<file path="config.mk">
export PLATFORM = sky130hd
export DESIGN_NAME = lutfi_cell
export DESIGN_NICKNAME = d
export VERILOG_FILES = /design/src/rtl/lutfi_pkg.sv /design/src/rtl/lutfi_cfg.sv /design/src/rtl/lutfi_fault.sv /design/src/rtl/lutfi_eval.sv /design/src/rtl/lutfi_cell.sv
export SDC_FILE = /design/constraint.sdc
export NUM_CORES = 1
export LEC_CHECK = 0
export CAP_MARGIN = 20
export CORE_ASPECT_RATIO = 0.75
export CORE_MARGIN = 5
export CORE_UTILIZATION = 30
export DETAILED_ROUTE_END_ITERATION = 8
export HOLD_SLACK_MARGIN = 0.05
export SLEW_MARGIN = 20
export SYNTH_ARGS = -nofsm -noshare
export SYNTH_HDL_FRONTEND = slang
export SYNTH_HIERARCHICAL = 1
export SYNTH_SLANG_ARGS = --single-unit
export TNS_END_PERCENT = 10
</file>
<file path="constraint.sdc">
create_clock -name clk -period 2.6 [get_ports clk]
set_input_delay 0.26 -clock clk [delete_from_list [all_inputs] [get_ports clk]]
set_output_delay 0.26 -clock clk [all_outputs]
set_load 0.02 [all_outputs]
</file>
<file path="src/rtl/lutfi_pkg.sv">
package lutfi_pkg;
  localparam int LUT_MAX_IN = 4;
  localparam int INIT_W     = 1 << LUT_MAX_IN;
  localparam int TGT_W      = $clog2(INIT_W);
  localparam int NW         = $clog2(LUT_MAX_IN + 1);

  typedef enum logic [1:0] {
    FK_NONE      = 2'd0,
    FK_FLIP      = 2'd1,
    FK_STUCK_IN  = 2'd2,
    FK_STUCK_OUT = 2'd3
  } fault_kind_e;

  // Legal input count: 0 becomes 1, anything above the maximum becomes the maximum.
  function automatic logic [NW-1:0] clamp_width(input logic [NW-1:0] n);
    if (n == '0) return NW'(1);
    if (int'(n) > LUT_MAX_IN) return NW'(LUT_MAX_IN);
    return n;
  endfunction

  // Table bits reachable with n inputs: the lowest 2^n positions.
  function automatic logic [INIT_W-1:0] table_span(input logic [NW-1:0] n);
    logic [INIT_W-1:0] s;
    for (int b = 0; b < INIT_W; b++) s[b] = (b < (1 << int'(n)));
    return s;
  endfunction

  // Inputs in use with n inputs: the lowest n.
  function automatic logic [LUT_MAX_IN-1:0] input_span(input logic [NW-1:0] n);
    logic [LUT_MAX_IN-1:0] s;
    for (int i = 0; i < LUT_MAX_IN; i++) s[i] = (i < int'(n));
    return s;
  endfunction

  function automatic logic [INIT_W-1:0] onehot_at(input logic [TGT_W-1:0] t);
    logic [INIT_W-1:0] r;
    r    = '0;
    r[t] = 1'b1;
    return r;
  endfunction
endpackage

</file>
<file path="src/rtl/lutfi_cfg.sv">
module lutfi_cfg
  import lutfi_pkg::*;
(
  input  logic              clk,
  input  logic              rst_n,
  input  logic              load,
  input  logic [INIT_W-1:0] table_d,
  input  logic [NW-1:0]     width_d,
  output logic [INIT_W-1:0] table_q,
  output logic [NW-1:0]     width_q,
  output logic [INIT_W-1:0] tbl_span,
  output logic [LUT_MAX_IN-1:0] in_span
);
  always_ff @(posedge clk or negedge rst_n) begin
    if (!rst_n) begin
      table_q <= '0;
      width_q <= NW'(LUT_MAX_IN);
    end else if (load) begin
      table_q <= table_d;
      width_q <= clamp_width(width_d);
    end
  end

  assign tbl_span = table_span(width_q);
  assign in_span  = input_span(width_q);

  a_r3_table_capture: assert property (@(posedge clk) disable iff (!rst_n)
    load |=> table_q == $past(table_d));
  a_r3_hold: assert property (@(posedge clk) disable iff (!rst_n)
    !load |=> $stable(table_q) && $stable(width_q));
  a_r3_width_legal: assert property (@(posedge clk) disable iff (!rst_n)
    width_q != '0 && int'(width_q) <= LUT_MAX_IN);
endmodule

</file>
<file path="src/rtl/lutfi_fault.sv">
module lutfi_fault
  import lutfi_pkg::*;
(
  input  logic                  clk,
  input  logic                  rst_n,
  input  logic                  load,
  input  logic                  enable_d,
  input  logic [1:0]            kind_d,
  input  logic [TGT_W-1:0]      target_d,
  input  logic                  multi_d,
  input  logic [INIT_W-1:0]     pattern_d,
  input  logic                  level_d,
  input  logic [INIT_W-1:0]     tbl_span,
  input  logic [LUT_MAX_IN-1:0] in_span,
  output logic [INIT_W-1:0]     flip_mask,
  output logic [LUT_MAX_IN-1:0] in_force,
  output logic                  out_force,
  output logic                  force_level
);
  logic                  en_q;
  fault_kind_e           kind_q;
  logic [TGT_W-1:0]      tgt_q;
  logic                  multi_q;
  logic [INIT_W-1:0]     pat_q;
  logic                  lvl_q;
  logic                  flip_on, stin_on;

  always_ff @(posedge clk or negedge rst_n) begin
    if (!rst_n) begin
      en_q    <= 1'b0;
      kind_q  <= FK_NONE;
      tgt_q   <= '0;
      multi_q <= 1'b0;
      pat_q   <= '0;
      lvl_q   <= 1'b0;
    end else if (load) begin
      en_q    <= enable_d;
      kind_q  <= fault_kind_e'(kind_d);
      tgt_q   <= target_d;
      multi_q <= multi_d;
      pat_q   <= pattern_d;
      lvl_q   <= level_d;
    end
  end

  assign flip_on     = en_q && (kind_q == FK_FLIP);
  assign stin_on     = en_q && (kind_q == FK_STUCK_IN);
  assign out_force   = en_q && (kind_q == FK_STUCK_OUT);
  assign force_level = lvl_q;

  // Mask is confined to the reachable table bits in both modes.
  assign flip_mask = !flip_on ? '0
                   : (multi_q ? pat_q : onehot_at(tgt_q)) & tbl_span;

  generate
    for (genvar i = 0; i < LUT_MAX_IN; i++) begin : g_force
      assign in_force[i] = stin_on && (int'(tgt_q) == i) && in_span[i];
    end
  endgenerate

  a_r5_single_onehot: assert property (@(posedge clk) disable iff (!rst_n)
    !multi_q |-> $onehot0(flip_mask));
  a_r7_mask_in_span: assert property (@(posedge clk) disable iff (!rst_n)
    (flip_mask & ~tbl_span) == '0);
  a_r4_disarmed_quiet: assert property (@(posedge clk) disable iff (!rst_n)
    !en_q |-> (flip_mask == '0) && (in_force == '0) && !out_force);
  a_r8_one_input: assert property (@(posedge clk) disable iff (!rst_n)
    $onehot0(in_force) && ((in_force & ~in_span) == '0));
  a_r10_hold: assert property (@(posedge clk) disable iff (!rst_n)
    !load |=> $stable(en_q) && $stable(kind_q) && $stable(tgt_q) && $stable(pat_q));
endmodule

</file>
<file path="src/rtl/lutfi_eval.sv">
module lutfi_eval
  import lutfi_pkg::*;
(
  input  logic [LUT_MAX_IN-1:0] din,
  input  logic [LUT_MAX_IN-1:0] in_span,
  input  logic [INIT_W-1:0]     table_q,
  input  logic [INIT_W-1:0]     flip_mask,
  input  logic [LUT_MAX_IN-1:0] in_force,
  input  logic                  out_force,
  input  logic                  force_level,
  output logic                  dout,
  output logic [LUT_MAX_IN-1:0] addr
);
  logic [LUT_MAX_IN-1:0] used;
  logic [INIT_W-1:0]     eff_table;

  assign used      = din & in_span;
  assign addr      = (used & ~in_force) | (in_force & {LUT_MAX_IN{force_level}});
  assign eff_table = table_q ^ flip_mask;
  assign dout      = out_force ? force_level : eff_table[addr];
endmodule

</file>
<file path="src/rtl/lutfi_cell.sv">
module lutfi_cell
  import lutfi_pkg::*;
(
  input  logic        clk,
  input  logic        rst_n,
  input  logic [3:0]  lut_in,
  input  logic        cfg_load,
  input  logic [15:0] cfg_table,
  input  logic [2:0]  cfg_width,
  input  logic        flt_load,
  input  logic        flt_enable,
  input  logic [1:0]  flt_kind,
  input  logic [3:0]  flt_target,
  input  logic        flt_multi,
  input  logic [15:0] flt_pattern,
  input  logic        flt_level,
  output logic        lut_out
);
  logic [INIT_W-1:0]     table_q, tbl_span, flip_mask;
  logic [NW-1:0]         width_q;
  logic [LUT_MAX_IN-1:0] in_span, in_force, addr;
  logic                  out_force, force_level;

  lutfi_cfg u_cfg (
    .clk(clk), .rst_n(rst_n), .load(cfg_load),
    .table_d(cfg_table), .width_d(cfg_width),
    .table_q(table_q), .width_q(width_q),
    .tbl_span(tbl_span), .in_span(in_span)
  );

  lutfi_fault u_fault (
    .clk(clk), .rst_n(rst_n), .load(flt_load),
    .enable_d(flt_enable), .kind_d(flt_kind), .target_d(flt_target),
    .multi_d(flt_multi), .pattern_d(flt_pattern), .level_d(flt_level),
    .tbl_span(tbl_span), .in_span(in_span),
    .flip_mask(flip_mask), .in_force(in_force),
    .out_force(out_force), .force_level(force_level)
  );

  lutfi_eval u_eval (
    .din(lut_in), .in_span(in_span), .table_q(table_q),
    .flip_mask(flip_mask), .in_force(in_force),
    .out_force(out_force), .force_level(force_level),
    .dout(lut_out), .addr(addr)
  );

  a_r9_out_pinned: assert property (@(posedge clk) disable iff (!rst_n)
    out_force |-> lut_out == force_level);
  a_r2_upper_inputs_off: assert property (@(posedge clk) disable iff (!rst_n)
    (addr & ~in_span) == '0);
  a_r2_addr_follows_input: assert property (@(posedge clk) disable iff (!rst_n)
    (in_force == '0) |-> addr == (lut_in & in_span));
endmodule

</file>
After elaboration in Yosys (flattened, before gate mapping)
Index checks and enable logic that the tools add are counted.
{"block": "op_classes", "mul": 0, "n_reduce_logical": 14, "n_shift": 1, "n_eq_ne": 6, "magnitude_cmp": 24, "mux": 16, "addsub": 0, "div": 0, "bitwise": 7}
{"operator": "5-bit by 32-bit < comparator with 1-bit output, first input constant", "n": 8}
{"operator": "4-bit by 32-bit < comparator with 1-bit output, first input constant", "n": 4}
{"operator": "3-bit by 32-bit < comparator with 1-bit output, first input constant", "n": 2}
{"operator": "1-bit by 32-bit < comparator with 1-bit output, first input constant", "n": 1}
{"operator": "2-bit by 32-bit < comparator with 1-bit output, first input constant", "n": 1}
{"operator": "16-bit 2-to-1 mux", "n": 2}
{"operator": "1-bit by 3-bit << shifter with 32-bit output, first input constant", "n": 1}
{"operator": "16-bit AND", "n": 1}
{"operator": "16-bit bitwise XOR", "n": 1}
{"operator": "4-bit AND", "n": 3}
{"operator": "1-bit logical AND", "n": 12}
{"operator": "3-bit 2-to-1 mux", "n": 4}
{"operator": "4-bit by 5-bit < comparator with 1-bit output, second input constant", "n": 2}
{"operator": "4-bit by 3-bit equality test with 1-bit output, second input constant", "n": 2}
{"operator": "1-bit 2-to-1 mux", "n": 8}
{"operator": "1-bit by 3-bit < comparator with 1-bit output, first input constant", "n": 2}
{"operator": "2-bit by 3-bit < comparator with 1-bit output, first input constant", "n": 2}
{"operator": "1-bit binary-select mux with 4-bit select", "n": 1}
{"operator": "1-bit demux with 4-bit select", "n": 1}
{"operator": "2-bit equality test, second input constant", "n": 2}
{"operator": "4-bit by 2-bit equality test with 1-bit output, second input constant", "n": 1}
{"operator": "4-bit by 1-bit >= comparator with 1-bit output, second input constant", "n": 1}
{"operator": "4-bit logical NOT", "n": 1}
{"operator": "4-bit inverter", "n": 1}
{"operator": "4 further kinds", "n": 4}
{"block": "totals", "latchBits": 0, "reg_bits": 44, "output_inout_bits": 1, "rom_bits": 0, "mem_count": 0, "elab_cells": 76, "ram_bits": 0}

Depth between registers and ports, before layout
Gate-level depths: netlist of the first run.
{"block": "logic_depth", "depth_word": 11, "depth_mapped": 10, "mapped_depth_nobuf": 10}

Hierarchy
The synthesis of the first run kept the hierarchy.
{"mod": "lutfi_fault", "cells_each": 117, "instances": 1, "area_per_inst_um2": 1380.1, "seq_area_each_um2": 625.6}
{"mod": "lutfi_cfg", "cells_each": 68, "instances": 1, "area_per_inst_um2": 862.1, "seq_area_each_um2": 476.7}
{"mod": "lutfi_eval", "cells_each": 52, "instances": 1, "area_per_inst_um2": 377.9, "seq_area_each_um2": 0.0}

Least setup slack after synthesis of the first run
No wires, ideal clock.
{"block": "synth_timing", "path_kind": "register to output", "start": "reg u_fault.tgt_q[2]", "end": "out lut_out", "t_required_ns": 2.340, "path_stages_with_launch": 10, "setup_slack_ns": 0.000, "arrival_ns": 2.340, "n_path_buf": 1, "path_cell_list": "dfrtp_1 -> or2_4 -> nor3_4 -> and3_1 -> and3b_1 -> a21oi_2 -> buf_6 -> o211ai_2 -> and4_4 -> o41ai_2"}
{"block": "synth_between", "word_cells_on_any_way": 28}
{"element": "start: declaration", "line": "lutfi_fault.sv:22", "text": "logic [TGT_W-1:0] tgt_q;"}
{"element": "start signal: assignment", "line": "lutfi_fault.sv:39", "text": "tgt_q <= target_d;"}
{"element": "4-bit logical NOT *", "line": "lutfi_fault.sv:57", "text": "assign in_force[i] = stin_on && (int'(tgt_q) == i) && in_span[i];"}
{"element": "1-bit logical AND * (2 in a row)", "line": "lutfi_fault.sv:57"}
{"element": "net in_force[0]", "line": "lutfi_cell.sv:21", "text": "logic [LUT_MAX_IN-1:0] in_span, in_force, addr;"}
{"element": "4-bit inverter", "line": "lutfi_eval.sv:18", "text": "assign addr = (used & ~in_force) | (in_force & {LUT_MAX_IN{force_level}});"}
{"element": "4-bit AND", "line": "lutfi_eval.sv:18"}
{"element": "4-bit bitwise OR *", "line": "lutfi_eval.sv:18"}
{"element": "1-bit binary-select mux with 4-bit select *", "line": "lutfi_eval.sv:20", "text": "assign dout = out_force ? force_level : eff_table[addr];"}
{"element": "1-bit 2-to-1 mux (not written as such) *", "line": "lutfi_eval.sv:20"}
{"element": "1-bit 2-to-1 mux *", "line": "lutfi_eval.sv:20"}
{"element": "end: declaration", "line": "lutfi_cell.sv:17", "text": "output logic lut_out"}
Mark *: on every way through the listed nets, which the timed path passes. The rest lies on a longest branch. The select of a mux whose other input is x is not followed.

Worst setup path in the final report of the first run
{"block": "layout_timing", "start": "reg u_fault.tgt_q[3]", "end": "out lut_out"}
The elaborated chain is that of the path after synthesis.

==> results of run 1 <==
-- state kept, by name, indices dropped and copies added (netlist names) --
signal,flops
u_cfg/width_q,3
u_fault/en_q,1
u_fault/pat_q,16
u_cfg/table_q,16
u_fault/tgt_q,4
u_fault/multi_q,1
u_fault/force_level,1
u_fault/kind_q,2
-- per-stage QoR --
stage	setup WS, ns	area (µm²)	util
after floorplan	0.0004963	2613	-
after global placement	-0.4450	3328	0.3920
after detailed placement	-0.4909	3328	0.3920
after CTS	-0.3536	3476	0.4094
after global routing	-0.5650	3512	0.4136
final	-0.3902	3512	0.4136
-- worst max-delay path: stages (launching register included) --
cell and delay (ns):
dfrtp_1 0.40, or2_4 0.25, nor3_4 0.13, and3_4 0.20, and3b_1 0.20, a21oi_4 0.16, buf_6 0.15, nor2_1 0.05
a211oi_1 0.28, o41ai_2 0.13, o41ai_2 0.31, buf_4 0.20
-- worst paths after layout --
check                                             start                      endpoint
hold / removal             u_fault/pat_q[0]$_DFFE_PN0P_  u_fault/pat_q[0]$_DFFE_PN0P_
setup / recovery           u_fault/tgt_q[3]$_DFFE_PN0P_                       lut_out
min in group asynchronous                         rst_n  u_fault/pat_q[5]$_DFFE_PN0P_
hold reg to reg            u_fault/pat_q[0]$_DFFE_PN0P_  u_fault/pat_q[0]$_DFFE_PN0P_
max in group asynchronous                         rst_n  u_cfg/width_q[2]$_DFFE_PN1P_
setup reg to reg            u_fault/multi_q$_DFFE_PN0P_   u_fault/multi_q$_DFFE_PN0P_
-- final cells by class --
cell class                 instances  share of cell area
timing repair buffer              77              0.2056
clock buffer                       7             0.04061
tap                              108             0.03848
clock inverter                     1            0.002138
inverter                           4            0.004275
multi-input combinational        166              0.3951
sequential                        44              0.3139
-- what timing repair did --
action	CTS	global route
setup endpoints to repair	1	1
resized for setup	6	5
setup buffers	0	0
endpoints found under the hold margin	0	43
hold buffers	0	1
pin swaps	0	3
-- cell usage in the layout, fill, tap and decap left out, drive strengths merged, types with 7 or more instances in the layout --
| cell | count |
|---|---|
| dfrtp | 43 |
| clkdlybuf4s50 | 50 |
| mux2 | 42 |
| buf | 26 |
| o21ai | 9 |
| clkbuf | 7 |
| and3 | 20 |
| xor2 | 10 |
| nand2 | 20 |
-- power by group through the flow --
stage                     sequential [W]  clock [W]  combinational (W)
after floorplan                 0.000810          0           0.000272
after global placement          0.000815          0           0.000453
after detailed placement        0.000817          0           0.000459
after CTS                       0.000805   0.000658           0.000460
after global routing            0.000813   0.000696           0.000508
final                           0.000804   0.000641           0.000466
-- routing by layer --
metal | routed length [µm] | up-vias | track usage
met5 | 0 | - | 0
met4 | 49 | 0 | 0.02865
met3 | 443 | 5 | 0.03319
met2 | 2671 | 55 | 0.1742
met1 | 3139 | 957 | 0.1759
li1 | - | 957 | -
==> impl_metrics.toml, run 1 <==
[power_and_ir_drop]
p_sw_w = 0.0005049
p_leak_nw = 1.536
powerDensity_nw_per_um2 = 544.1
p_int_w = 0.001406
clkPwrFrac = 0.335
pwr-share-comb = 0.244
vdd_drop_max_uv = 230.3
seqPwrFrac = 0.421
power_w = 0.001911
p_sw_frac = 0.2643

[grt]
grt_pass1_vias = 2040
overflow = 0
grt_max_degree = 45
grt_pass1_wl_um = 10320
grt_antenna_before_repair = 0
grt_usage = 0.1200

[cts]
cts_tree = "built"
clk_path_buf_depth = 2
htree_levels = 2
cts_buffers = 5
cts.clk_slew.worst_paths_ns = 0.06
root_buffer = "clkbuf_16"
cts_sinks = 44
insertion_delay_ns = 0.28

[sta]
setup_tns_ns = -0.3902
clock_skew_ns = 0
fin_hold_ws_ns = 0.5098
rsz0062_at_grt = "true"
layout_setup_ws_ns = -0.3902
tightest_slew_ns = 0.8295
setup_viol = 1
period_needed_ns = 2.990
fmax_mhz = 334.4
finalHoldViolCount = 0
fin_crit_sh = 1.150
max_slew_margin = 0.4453
report.final.slew_viol_count = 0

[detailed_routing]
postRouteAntennaNets = 0
routed_wl_um = 6303
via_count = 1974
routed_via_density = 4.850
drt_iter0_markers = 95
wl_per_cell_um = 15.49
dr.pass1.iters = 4
drc = 0

[finish]
multi_input_area_um2 = 1388
nets = 350
drive_gt1_frac = 0.3344
fillCellCount = 843
area_growth_pct = 34.43
regArea_um2 = 1102
diodes = 0
final_cells = 407

[floorplanning]
std_cell_rows = 29
dieArea_um2 = 10690
coreArea_um2 = 8491
die_height_um = 90.82
io_pins = 53
start_util = 0.3077
dieWidth_um = 117.8

[status]
run_status = "finished with violations"
violations = "negative setup slack"

[setup_path]
worst_ep_required_time_ns = 2.34
r2r_cells = 2
cp-end-kind = "primary output"
crit_type = "reg2out"
cp-start-kind = "register"
crit_fanout = 9
critPathArrivalTime_ns = 2.73
reg2reg_slack_ns = 1.59

[place]
port_buffers = 52
place_congestion = 0.7986
place.detailed.hpwl_um = 4907
dp.cells = 398

[synthesis]
synth_area_um2 = 2613
syn_inst = 236
syn_nets = 288
syn_area_per_cell_um2 = 11.07
ys_warn_count = 6

[run]
cap_violations = 0

[min_path]
min-delay-path-class = "reg2reg"
holdPathStages = 1
No activity file was read; power rests on OpenSTA's default activity.
==> run 2, diff against run 1 <==
- CORE_UTILIZATION: 30 -> 43
- PLACE_DENSITY: unset -> 0.69
- REMOVE_ABC_BUFFERS: unset -> 1
==> run 2 against run 1 <==
The run still ends with negative setup slack left. Sequential power is essentially flat. Flip-flop and latch count stayed put. Clock skew unchanged. Sequential share of layout area grew 0.72 points. Die area fell by 28%. Core utilization increased by 17 points. Global-route usage grew 3.5 points. First-iteration DRC count fell by 3.2%. Critical path type unchanged. Largest cell class unchanged. Largest power group unchanged.
==> impl_metrics.toml, run 2 (synthesis results as in run 1) <==
[status]
run_status = "finished with violations"
violations = "negative setup slack"

[grt]
grt-busiest-layer = "met2"
met1_usage = 0.2213
grtUsageMet2 = 0.2244
grt_usage = 0.1549
overflow = 0
grt_use_met3 = 0.05108
grt_antenna_before_repair = 0
grt_pass1_vias = 2012
grt_pass1_wl_um = 9701
grt_max_degree = 45

[setup_path]
reg2reg_slack_ns = 1.60
r2r_cells = 2
cp-end-kind = "primary output"
cp-start-kind = "register"
reg2reg_to = "u_fault/multi_q$_DFFE_PN0P_"
crit_fanout = 10
startpoint = "u_fault/tgt_q[2]$_DFFE_PN0P_"
r2r_start = "u_fault/multi_q$_DFFE_PN0P_"
crit_type = "reg2out"
worst_ep_required_time_ns = 2.34
critPathArrivalTime_ns = 2.67
cp-endpoint = "lut_out"

[floorplanning]
io_pins = 53
die_height_um = 77.51
dieWidth_um = 100.0
std_cell_rows = 24
dieArea_um2 = 7751
coreArea_um2 = 5856
start_util = 0.4462

[place]
dp_slack_ns = -0.5047
place.detailed.hpwl_um = 4336
place_congestion = 0.8331
port_buffers = 52

[power_and_ir_drop]
p_leak_nw = 1.529
clkPwrFrac = 0.264
pwr-share-comb = 0.269
p_int_w = 0.001261
seqPwrFrac = 0.468
vdd_drop_max_uv = 231.8
p_sw_w = 0.0004637
powerDensity_nw_per_um2 = 502.2
p_sw_frac = 0.2689
power_w = 0.001724

[cts]
insertion_delay_ns = 0.29
root_buffer = "clkbuf_8"
cts_buffers = 5
cts_tree = "built"
clk_path_buf_depth = 2
htree_levels = 2
cts.clk_slew.worst_paths_ns = 0.08
cts_sinks = 44

[min_path]
min-delay-path-class = "in2async"

[finish]
reg.largest.list = "u_cfg/table_q x16, u_fault/pat_q x16, u_fault/tgt_q x4"
area_growth_pct = 31.42
fillCellCount = 513
drive_gt1_frac = 0.3433
final_common_cell = "clkdlybuf4s50_1"
final_cell_mix = "clkdlybuf4s50_1, dfrtp_1, mux2_2"
nets = 352
diodes = 0
final_core_util = 0.5863

[detailed_routing]
routed_wl_um = 5806
dr.pass1.iters = 4
via_count = 1974
drt_iter0_markers = 92
drc = 0
routed_via_density = 5.222
wl_per_cell_um = 15.36
postRouteAntennaNets = 0

[run]
cap_violations = 0

[sta]
finalHoldViolCount = 0
fin_crit_sh = 1.127
max_slew_margin = 0.6378
layout_setup_ws_ns = -0.3298
clock_skew_ns = 0
fmax_mhz = 341.3
report.final.slew_viol_count = 0
setup_viol = 1
rsz0062_at_grt = "true"
tightest_slew_ns = 0.5433
period_needed_ns = 2.930
-- run 2: power by group through the flow --
stage                     registers [W]  logic (W)  clock network (W)
after floorplan                0.000824   0.000220                  0
final                          0.000807   0.000463           0.000455
after global routing           0.000818   0.000505           0.000491
after CTS                      0.000808   0.000452           0.000475
after detailed placement       0.000821   0.000450                  0
after global placement         0.000818   0.000444                  0
-- run 2: what timing repair did --
| item | 4_1_cts | 5_1_grt |
|---|---|---|
| hold buffers | 0 | 1 |
| buffers inserted | 0 | 2 |
| setup endpoints to repair | 1 | 1 |
| pin swaps | 0 | 3 |
| hold endpoints to repair | 0 | 43 |
| gates resized for setup | 6 | 5 |
-- run 2: final cells by class --
| cell class | instances | area (µm²) | area share |
|---|---|---|---|
| tap | 78 | 97.59 | 0.02843 |
| clock buffer | 7 | 96.34 | 0.02806 |
| timing repair buffer | 79 | 737.0 | 0.2147 |
| sequential | 44 | 1102 | 0.3211 |
| inverter | 4 | 15.01 | 0.004373 |
| multi-input combinational | 166 | 1385 | 0.4034 |
-- run 2: through the flow --
step	instances	hold slack [ns]	TNS (ns)	cell area [µm²]
after CTS	375	0.1471	-0.3697	3385
final	378	0.5027	-0.3298	3433
after global placement	368	0.4623	-0.4451	3291
after detailed placement	368	0.4690	-0.5047	3291
after global routing	378	0.5369	-0.4766	3433
after floorplan	214	-0.03559	-0.1961	2485
-- run 2: worst min path at each step --
stage	start	endpoint	slack, ns
finish	rst_n	u_fault/pat_q[13]$_DFFE_PN0P_	0.50
global route	u_fault/pat_q[3]$_DFFE_PN0P_	u_fault/pat_q[3]$_DFFE_PN0P_	0.54
CTS	rst_n	u_fault/pat_q[13]$_DFFE_PN0P_	0.15
detailed placement	rst_n	u_fault/pat_q[13]$_DFFE_PN0P_	0.47
global placement	rst_n	u_fault/pat_q[13]$_DFFE_PN0P_	0.46
floorplan	rst_n	u_cfg/table_q[0]$_DFFE_PN0P_	-0.04
-- run 2: layer usage --
layer / up-vias / part of all wire
met5: - / 0
met4: 0 / 0.014
met3: 9 / 0.072
met2: 65 / 0.42
met1: 936 / 0.49
li1: 964 / -
-- run 2: critical path, stage by stage (launching register included) --
cell and delay (ns):
dfrtp_1 0.38, or2_4 0.26, nor3_4 0.17, and3_1 0.20
and3b_1 0.18, a21oi_2 0.15, buf_6 0.16, o211ai_1 0.10
and4_1 0.24, o41ai_2 0.32, buf_4 0.21
